### src/rtl/divPkg.sv
package divPkg;

  typedef enum logic [1:0] {
    ENC_PLUS_ONE = 2'd0,
    ENC_DIRECT   = 2'd1,
    ENC_POW2     = 2'd2,
    ENC_TABLE    = 2'd3
  } encSel_t;

  // strobes from control to datapath
  typedef struct packed {
    logic load;      // take newDiv at this period boundary
    logic toBypass;  // new ratio is 1: route clk straight through
  } divCmd_t;

endpackage

### src/rtl/divCtrl.sv
module divCtrl
  import divPkg::*;
#(
  parameter encSel_t ENCODING    = ENC_PLUS_ONE,
  parameter int      FIELD_SHIFT = 0,
  parameter int      FIELD_WIDTH = 4,
  parameter int      DIV_W       = 16,
  parameter bit      HALF_MASK   = 1'b0,
  parameter logic [(1<<FIELD_WIDTH)-1:0][DIV_W-1:0] DIV_TABLE = '0
) (
  input  logic             clk,
  input  logic             rst,
  input  logic             wrEn,
  input  logic             fieldOnly,
  input  logic [31:0]      wrData,
  input  logic             periodEnd,
  input  logic [DIV_W-1:0] curDiv,
  output logic [31:0]      rdData,
  output logic [DIV_W-1:0] newDiv,
  output divCmd_t          cmd
);

  localparam int TABLE_LEN = 1 << FIELD_WIDTH;
  localparam logic [31:0] FIELD_MASK =
    ((32'd1 << FIELD_WIDTH) - 32'd1) << FIELD_SHIFT;

  function automatic logic [FIELD_WIDTH-1:0] unityCode();
    logic [FIELD_WIDTH-1:0] code;
    code = '0;
    if (ENCODING == ENC_DIRECT) begin
      code = FIELD_WIDTH'(1);
    end else if (ENCODING == ENC_TABLE) begin
      // prefer an entry of 1; otherwise the lowest invalid code
      for (int i = TABLE_LEN - 1; i >= 0; i--)
        if (DIV_TABLE[i] == '0) code = FIELD_WIDTH'(i);
      for (int i = TABLE_LEN - 1; i >= 0; i--)
        if (DIV_TABLE[i] == DIV_W'(1)) code = FIELD_WIDTH'(i);
    end
    return code;
  endfunction

  localparam logic [FIELD_WIDTH-1:0] RST_CODE = unityCode();
  localparam logic [31:0] RST_VALUE = 32'(RST_CODE) << FIELD_SHIFT;

  logic [31:0]            ctrlReg;
  logic [31:0]            ctrlNext;
  logic [FIELD_WIDTH-1:0] fieldVal;
  logic [DIV_W-1:0]       decoded;
  logic [DIV_W-1:0]       effDiv;

  // register update
  always_comb begin
    ctrlNext = ctrlReg;
    if (wrEn) begin
      if (fieldOnly) begin
        ctrlNext = (ctrlReg & ~FIELD_MASK) |
                   ((32'(wrData[FIELD_WIDTH-1:0]) << FIELD_SHIFT) & FIELD_MASK);
      end else if (HALF_MASK) begin
        ctrlNext[15:0]  = (ctrlReg[15:0] & ~wrData[31:16]) |
                          (wrData[15:0] & wrData[31:16]);
        ctrlNext[31:16] = '0;
      end else begin
        ctrlNext = wrData;
      end
    end
  end

  always_ff @(posedge clk) begin
    if (rst) ctrlReg <= RST_VALUE;
    else     ctrlReg <= ctrlNext;
  end

  assign rdData   = ctrlReg;
  assign fieldVal = ctrlReg[FIELD_SHIFT +: FIELD_WIDTH];

  // code to divisor
  generate
    if (ENCODING == ENC_PLUS_ONE) begin : gPlusOne
      assign decoded = DIV_W'(fieldVal) + DIV_W'(1);
    end else if (ENCODING == ENC_DIRECT) begin : gDirect
      assign decoded = DIV_W'(fieldVal);
    end else if (ENCODING == ENC_POW2) begin : gPow2
      assign decoded = (32'(fieldVal) < DIV_W) ? (DIV_W'(1) << fieldVal) : '0;
    end else begin : gTable
      assign decoded = DIV_TABLE[fieldVal];
    end
  endgenerate

  assign effDiv = (decoded == '0) ? DIV_W'(1) : decoded;

  // only hand over a ratio when it differs and the period is over
  always_comb begin
    newDiv       = effDiv;
    cmd.toBypass = (effDiv == DIV_W'(1));
    cmd.load     = periodEnd && (effDiv != curDiv);
  end

endmodule

### src/rtl/divCore.sv
module divCore
  import divPkg::*;
#(
  parameter int DIV_W = 16
) (
  input  logic             clk,
  input  logic             rst,
  input  divCmd_t          cmd,
  input  logic [DIV_W-1:0] newDiv,
  output logic             periodEnd,
  output logic [DIV_W-1:0] curDiv,
  output logic             bypass,
  output logic             divLevel,
  output logic [DIV_W-1:0] cnt,
  output logic             clkOut
);

  logic [DIV_W-1:0] cntInc;
  logic [DIV_W-1:0] halfDiv;

  assign cntInc    = cnt + DIV_W'(1);
  assign halfDiv   = curDiv >> 1;
  assign periodEnd = bypass || (cnt == curDiv - DIV_W'(1));

  always_ff @(posedge clk) begin
    if (rst) begin
      cnt      <= '0;
      curDiv   <= DIV_W'(1);
      bypass   <= 1'b1;
      divLevel <= 1'b0;
    end else if (cmd.load) begin
      curDiv   <= newDiv;
      bypass   <= cmd.toBypass;
      cnt      <= '0;
      divLevel <= !cmd.toBypass;
    end else if (periodEnd) begin
      cnt      <= '0;
      divLevel <= !bypass;
    end else begin
      cnt      <= cntInc;
      divLevel <= (cntInc < halfDiv);
    end
  end

  // select flips on a rising edge, when both paths rise together
  assign clkOut = bypass ? clk : divLevel;

endmodule

### src/rtl/prog_clk_div.sv
module prog_clk_div
  import divPkg::*;
#(
  parameter encSel_t ENCODING    = ENC_PLUS_ONE,
  parameter int      FIELD_SHIFT = 0,
  parameter int      FIELD_WIDTH = 4,
  parameter int      DIV_W       = 16,
  parameter bit      HALF_MASK   = 1'b0,
  parameter logic [(1<<FIELD_WIDTH)-1:0][DIV_W-1:0] DIV_TABLE = '0
) (
  input  logic             clk,
  input  logic             rst,
  input  logic             wrEn,
  input  logic             fieldOnly,
  input  logic [31:0]      wrData,
  output logic [31:0]      rdData,
  output logic             clkOut,
  output logic [DIV_W-1:0] divStatus
);

  divCmd_t          cmd;
  logic [DIV_W-1:0] newDiv;
  logic [DIV_W-1:0] curDiv;
  logic [DIV_W-1:0] cnt;
  logic             periodEnd;
  logic             bypass;
  logic             divLevel;

  divCtrl #(
    .ENCODING(ENCODING), .FIELD_SHIFT(FIELD_SHIFT), .FIELD_WIDTH(FIELD_WIDTH),
    .DIV_W(DIV_W), .HALF_MASK(HALF_MASK), .DIV_TABLE(DIV_TABLE)
  ) uCtrl (
    .clk(clk), .rst(rst), .wrEn(wrEn), .fieldOnly(fieldOnly), .wrData(wrData),
    .periodEnd(periodEnd), .curDiv(curDiv), .rdData(rdData),
    .newDiv(newDiv), .cmd(cmd)
  );

  divCore #(.DIV_W(DIV_W)) uCore (
    .clk(clk), .rst(rst), .cmd(cmd), .newDiv(newDiv),
    .periodEnd(periodEnd), .curDiv(curDiv), .bypass(bypass),
    .divLevel(divLevel), .cnt(cnt), .clkOut(clkOut)
  );

  assign divStatus = curDiv;

endmodule

### config.mk
export PLATFORM = sky130hd
export DESIGN_NAME = prog_clk_div
export DESIGN_NICKNAME = d
export VERILOG_FILES = /design/src/rtl/divPkg.sv /design/src/rtl/divCtrl.sv /design/src/rtl/divCore.sv /design/src/rtl/prog_clk_div.sv
export SDC_FILE = /design/constraint.sdc
export NUM_CORES = 1
export LEC_CHECK = 0
export BUFFER_PORTS_ARGS = -buffer_cell sky130_fd_sc_hd__buf_4
export CORE_AREA = 5 5 81 83
export DETAILED_ROUTE_END_ITERATION = 6
export DIE_AREA = 0 0 86 88
export PLACE_DENSITY = 0.85
export SYNTH_ARGS = -nofsm -noshare
export SYNTH_HDL_FRONTEND = slang
export SYNTH_SLANG_ARGS = --single-unit
### constraint.sdc
create_clock -name clk -period 3.37 [get_ports clk]
set_clock_uncertainty 0.2 [all_clocks]
set_input_delay 0.1685 -clock clk [delete_from_list [all_inputs] [get_ports clk]]
set_output_delay 0.1685 -clock clk [all_outputs]
set_load 0.01 [all_outputs]
==> results of run 1 <==
[placed cells by master (no fill, tap or decap), drive strengths merged, types with 5 or more instances in the layout]
cell type / instances
buf: 75
nand2: 67
dlygate4sd3: 62
dfxtp: 55
nor2: 30
a21oi: 30
xnor2: 17
xor2: 12
conb: 11
inv: 10
nand3: 8
nand4: 8
mux2i: 8
ha: 8
clkbuf: 8
nand2b: 5
nor2b: 5
nor3: 5
[sequential cells by signal (all words and copies together) (netlist names)]
signal	flops
uCtrl.rdData	32
uCore.curDiv	5
uCore.bypass	1
uCore.cnt	16
uCore.divLevel	1
[metrics by stage]
stage / setup slack (ns) / hold WS (ns) / area, um2
floorplan: 0.6871 / 0.1045 / 2875
global placement: 0.6513 / 0.1897 / 3339
detailed placement: 0.5297 / 0.1897 / 3339
CTS: 0.4695 / 0.003258 / 4093
global route: 0.2655 / 0.009432 / 4095
finish: 0.4216 / 0.009368 / 4095
[worst max-delay path, stage by stage, from the launching register on]
cell and delay [ns]:
dfxtp_1 0.45, inv_1 0.11, ha_1 0.25, and3_1 0.21
ha_1 0.29, xor2_1 0.15, o2111ai_1 0.18, nor3_4 0.19
a31oi_4 0.18, or4b_1 0.55, o31ai_1 0.09
[logic make-up (layout without fill, tap and decap cells)]
group / after synthesis / in the layout / synth area share
muxes: 10 / 10 / 0.03616
and+or+nand+nor: 146 / 146 / 0.2421
DFF: 55 / 55 / 0.3880
buffers and inverters: 42 / 157 / 0.07980
other: 1 / 12 / 0.001321
adders and majority gates: 8 / 8 / 0.03527
AOI/OAI and AO/OA: 52 / 52 / 0.1279
xor gates and xnor gates: 29 / 29 / 0.08950
[per-layer routing]
metal / share of wire / wire length [um]
met5: 0 / 0
met4: 0.041 / 345
met3: 0.053 / 444
met1: 0.37 / 3075
met2: 0.54 / 4521
[report_power, final]
| part | leakage, nW | switching, W | internal [W] | total [W] |
|---|---|---|---|---|
| combinational | 1.22 | 0.000192 | 0.000198 | 0.000390 |
| sequential | 0.448 | 0.0000393 | 0.000685 | 0.000724 |
| clock | 0.0794 | 0.000259 | 0.000248 | 0.000506 |
| total | 1.75 | 0.000490 | 0.00113 | 0.00162 |
[layout make-up]
class | count | area, um2
Timing Repair Buffer | 136 | 1176
Sequential cell | 55 | 1101
Clock inverter | 3 | 22.52
Tap cell | 75 | 93.84
Multi-Input combinational cell | 256 | 1548
Fill cell | 392 | 1685
Inverter | 9 | 33.78
Clock buffer | 9 | 117.6
Antenna cell | 1 | 2.502
[worst min-delay path by stage]
stage / to / slack (ns) / cells after the start
2_1_floorplan: uCtrl.rdData[10]$_SDFFE_PP0P_ / 0.10 / 2
3_3_place_gp: clkOut / 0.19 / 2
3_5_place_dp: clkOut / 0.19 / 2
4_1_cts: uCtrl.rdData[22]$_SDFFE_PP0P_ / 0.003 / 2
5_1_grt: uCtrl.rdData[15]$_SDFFE_PP0P_ / 0.009 / 2
6_report: uCtrl.rdData[22]$_SDFFE_PP0P_ / 0.009 / 2
[repair_timing]
action	4_1_cts	5_1_grt
endpoints found under the hold margin	32	0
gates resized for setup	0	0
hold buffers	62	0
==> key figures, run 1 <==
Power
  – Maximum VDD drop: 250.2 uV
  – Final Power: 0.001620 W
  – Leakage: 1.750 nW
  – Pwr dens: 395.6 nW/um2

STA
  – Post-Route Setup TNS: 0 ns
  – Max_slew headroom: 0.2897
  – Max Clock Freq: 339.2 MHz
  – Fin. max-slew vios: 0
  – Unrepaired setup endpoints after global routing: false
  – Worst Tran Pin Value: 1.065 ns
  – Period Utilization, post-route: 0.8749
  – Fin. Hold Viols: 0
  – Tmin final: 2.948 ns
  – Number of setup violations in the final report: 0

Worst setup path
  – Crit path kind: reg -> reg
  – CP max FO: 10
  – CP Capture Type: register
  – Startpoint types: register
  – Worst EP required: 3.49 ns
  – Reg2reg path depth: 10
  – CP Launch Point: uCore.curDiv[0]$_SDFFE_PP1P_
  – Reg2reg end: uCore.curDiv[1]$_SDFFE_PP0P_
  – CP Capture Point: uCore.curDiv[1]$_SDFFE_PP0P_
  – Reg-to-reg slack, setup: 0.42 ns
  – Arr. time, crit path: 3.07 ns
  – R2r startpoint: uCore.curDiv[0]$_SDFFE_PP1P_

Floorplan
  – Die Ht: 88 um
  – CORE AREA: 5781 um2
  – Die X: 86 um
  – Starting Density: 0.4909
  – IO Pins: 85
  – Cell Rows: 28
  – Die footprint: 7568 um2

Clock tree
  – CTS tree: built
  – Post CTS Setup Buffer Count: 0
  – Clock transition at path regs: 0.10 ns
  – Clock Latency Late Sink: 0.42 ns

Route
  – Detailed Route WL: 8386 um
  – Number of routed nets with antenna violations: 0
  – Vias/cell: 5.346
  – DR vias: 2908
  – 1st-pass router iterations: 4
  – Starting DRT DRC Count: 200
  – Drt drc: 0
  – Avg WL per Cell: 15.42 um

Place
  – Placed cell count: 470
  – DP HPWL: 4896 um
  – Final GP Congestion: 0.8677
  – Port Buf Inserts: 73

GRT
  – Gr ovfl total: 0
  – GR peak layer: met2
  – Overall routing resource usage: 0.2269
  – Global Route met2 Usage: 0.4036
  – Met1 Track Usage GR: 0.2405
  – Vias in the first global route: 2892
  – Largest net degree at the start of global routing: 44
  – Initial antenna violation count: 1
  – First-pass GRT wire length: 13500 um
  – Met3 usage in global routing: 0.05833

Outcome
  – Status: completed

Finish
  – P&R area growth vs syn: 44.31%
  – Final Util: 0.7084
  – Layout cell share with drive strength beyond 1: 0.2073
  – Nets@finish: 511
  – Final Non-Filler Cells: 544

Yosys
  – Biggest area consumer among synthesized cells: dfxtp_1
  – Ys flop type: dfxtp_1
  – Cells after Synth: 343
  – Most common cell in the netlist: nand2_1
  – Post-synth EDFFs: 0
  – Commonest cells post-synth: nand2_1 (67), dfxtp_1 (55), a21oi_1 (30), nor2_1 (30), xnor2_1 (17)
  – FF+latch count, synth: 55
  – Post-Syn Area: 2838 um2
  – Register area share after synthesis: 0.3880
  – Top cells by area, synth: dfxtp_1 (39%), nand2_1 (8.9%), a21oi_1 (5.3%), xnor2_1 (5.2%), nor2_1 (4.0%)
  – Mean Syn Cell Area: 8.273 um2
  – Synth cell types: 51
  – Async SR Flop Fraction: 0
  – Post-synth top area share: 0.3880
  – Ys Warns: 0

Flow run
  – Max-Cap Viols: 0

Hold path
  – Worst hold start: rst
  – Worst hold path class: in -> reg
(Power assumes the default switching activity.)
==> run 2, diff against run 1 <==
--- a/config.mk
+++ b/config.mk
@@ -7,6 +7,7 @@
 export LEC_CHECK = 0
 export BUFFER_PORTS_ARGS = -buffer_cell sky130_fd_sc_hd__buf_4
 export CORE_AREA = 5 5 81 83
+export CTS_BUF_LIST = sky130_fd_sc_hd__clkbuf_16
 export DETAILED_ROUTE_END_ITERATION = 6
 export DIE_AREA = 0 0 86 88
 export PLACE_DENSITY = 0.85
==> run 2 against run 1 <==
Net effect:
- largest cell class unchanged
- critical path depth unchanged
- non-clock buffer count decreased by 7
- critical path type unchanged
- global-route usage increased by 0.78 points
- largest power group is now the clock network
- register-to-register slack got worse by 0.12 ns
- maximum frequency decreased by 3.8%
==> key figures, run 2 (synthesized netlist as in run 1, its figures left out) <==
Worst setup path
  – Cell-by-cell trace of the critical path: inv_1 > ha_1 > and3_1 > ha_1 > xor2_1 > o2111ai_1 > nor3_4 > a31oi_4 > or4b_1 > o31ai_1 (unchanged)
  – CP max FO: 10 (unchanged)
  – Critical path buffer and inverter count: 1 (unchanged)
  – Delay-heaviest family, CP: simple AND/OR/NAND/NOR gates (unchanged)
  – Most frequent CP cell: ha_1 (unchanged)
  – Arr. time, crit path: 3.18 ns (was 3.07 ns)
  – R2r startpoint: uCore.curDiv[0]$_SDFFE_PP1P_ (unchanged)
  – Startpoint types: register (unchanged)
  – CP Capture Type: register (unchanged)
  – CP max stage cell: or4b_1 (unchanged)
  – Crit path kind: reg -> reg (unchanged)
  – Worst EP required: 3.49 ns (about the same)
  – CP Launch Point: uCore.curDiv[0]$_SDFFE_PP1P_ (unchanged)
  – Crit-path max cell delay: 0.57 ns (was 0.55 ns)

Finish
  – Largest register FFs: 32 (unchanged)
  – Layout cell share with drive strength beyond 1: 0.2104 (was 0.2073)
  – Storage cell area: 1101 um2 (unchanged)
  – Antenna Cells: 0 (was 1)
  – Filler cells: 379 (was 392)
  – Post-route cell area: 4113 um2 (was 4095 um2)
  – Multi-input combinational cell area: 1548 um2 (unchanged)
  – Most common cell after layout, fill and taps aside: buf_4 (unchanged)
  – Most frequent cells in the layout: buf_4 (75), nand2_1 (67), dlygate4sd3_1 (55), dfxtp_1 (55) (was buf_4 (75), nand2_1 (67), dlygate4sd3_1 (62))
  – Nets@finish: 504 (was 511)
  – Final Util: 0.7115 (was 0.7084)
  – P&R area growth vs syn: 44.93% (was 44.31%)

STA
  – Fin. Hold Viols: 0 (unchanged)
  – Unrepaired setup endpoints after global routing: false (unchanged)
  – Worst Tran Pin Value: 1.023 ns (was 1.065 ns)
  – Tmin final: 3.065 ns (was 2.948 ns)
  – Fin. max-slew vios: 0 (unchanged)
  – Period Utilization, post-route: 0.9096 (was 0.8749)
  – Post-Route Setup TNS: 0 ns (unchanged)
  – Max_slew headroom: 0.3179 (was 0.2897)
  – Max Clock Freq: 326.2 MHz (was 339.2 MHz)
  – Number of setup violations in the final report: 0 (unchanged)

Floorplan
  – Die footprint: 7568 um2 (unchanged)
  – CORE AREA: 5781 um2 (unchanged)
  – IO Pins: 85 (unchanged)
  – Die Ht: 88 um (unchanged)
  – Cell Rows: 28 (unchanged)
  – Die X: 86 um (unchanged)
  – Starting Density: 0.4909 (unchanged)

Hold path
  – Worst hold start: rst (unchanged)
  – Worst hold path class: in -> reg (unchanged)

Route
  – Number of routed nets with antenna violations: 0 (unchanged)
  – Detailed Route WL: 8750 um (was 8386 um)
  – Vias/cell: 5.422 (was 5.346)
  – Top sig layer: met4 (unchanged)
  – DR WL met3: 565 um (was 444 um)
  – Met2 WL post-DR: 4634 um (was 4521 um)
  – Starting DRT DRC Count: 263 (was 200)
  – DR vias: 2906 (was 2908)
  – Drt drc: 0 (unchanged)
  – 1st-pass router iterations: 4 (unchanged)
  – Metal1 wirelength: 3132 um (was 3075 um)
  – Avg WL per Cell: 16.32 um (was 15.42 um)

Clock tree
  – Clock Latency Late Sink: 0.41 ns (was 0.42 ns)
  – Clock transition at path regs: 0.07 ns (was 0.10 ns)
  – CTS tree: built (unchanged)
  – Post_cts resized: 0 (unchanged)

Place
  – Placed Area: 3339 um2 (unchanged)
  – Port Buf Inserts: 73 (unchanged)
  – Final GP Congestion: 0.8677 (unchanged)
  – DP HPWL: 4896 um (unchanged)

GRT
  – Overall routing resource usage: 0.2348 (was 0.2269)
  – First-pass GRT wire length: 13920 um (was 13500 um)
  – Initial antenna violation count: 0 (was 1)
  – Vias in the first global route: 2921 (was 2892)
  – Largest net degree at the start of global routing: 44 (unchanged)
  – Gr ovfl total: 0 (unchanged)

Flow run
  – Max-Cap Viols: 0 (unchanged)

Power
  – Leakage: 1.746 nW (was 1.750 nW)
  – Pwr dens: 451.7 nW/um2 (was 395.6 nW/um2)
  – Maximum VDD drop: 316.0 uV (was 250.2 uV)
  – Final Power: 0.001858 W (was 0.001620 W)

Outcome
  – Status: completed (unchanged)
[run 2: cell types whose count changed in the layout (fill, tap and decap cells not counted), sizes merged]
| cell | previous run | this run |
|---|---|---|
| dlygate4sd3 | 62 | 55 |
| diode | 1 | 0 |
[run 2: per-layer routing]
layer / track usage / vias up
li1: - / 1363
met5: 0 / -
met4: 0.1496 / 0
met1: 0.2559 / 1360
met2: 0.4085 / 138
met3: 0.05644 / 45
[run 2: report_power, final]
group          internal, W  switching (W)
clock network     0.000453       0.000292
logic             0.000193       0.000195
registers         0.000685      0.0000398
[run 2: timing repair]
item                      in CTS  in global routing
hold buffers                  55                  0
hold endpoints to repair      32                  0
buffers inserted               0                  0
[run 2: path summary, 6_finish.rpt]
| path | to | slack (ns) | cells after the start |
|---|---|---|---|
| max | uCore.curDiv[1]$_SDFFE_PP0P_ | 0.30 | 10 |
| min | uCtrl.rdData[1]$_SDFFE_PP0P_ | 0.004 | 2 |
| min reg2reg | uCtrl.rdData[14]$_SDFFE_PP0P_ | 0.27 | 2 |
| max reg2reg | uCore.curDiv[1]$_SDFFE_PP0P_ | 0.30 | 10 |
[run 2: per-stage QoR]
stage / instances / setup slack [ns] / hold WS, ns
after CTS: 536 / 0.4363 / 0.0001310
after detailed placement: 470 / 0.5297 / 0.1897
after global placement: 470 / 0.6513 / 0.1897
after floorplan: 353 / 0.6871 / 0.1045
final: 536 / 0.3048 / 0.004201
after global routing: 536 / 0.1673 / 0.02916
[run 2: area by class of cell]
cell class | count | share of cell area
sequential | 55 | 0.2677
timing repair buffer | 129 | 0.2689
clock buffer | 9 | 0.05050
clock inverter | 3 | 0.005476
multi-input combinational | 256 | 0.3763
tap | 75 | 0.02282
inverter | 9 | 0.008214
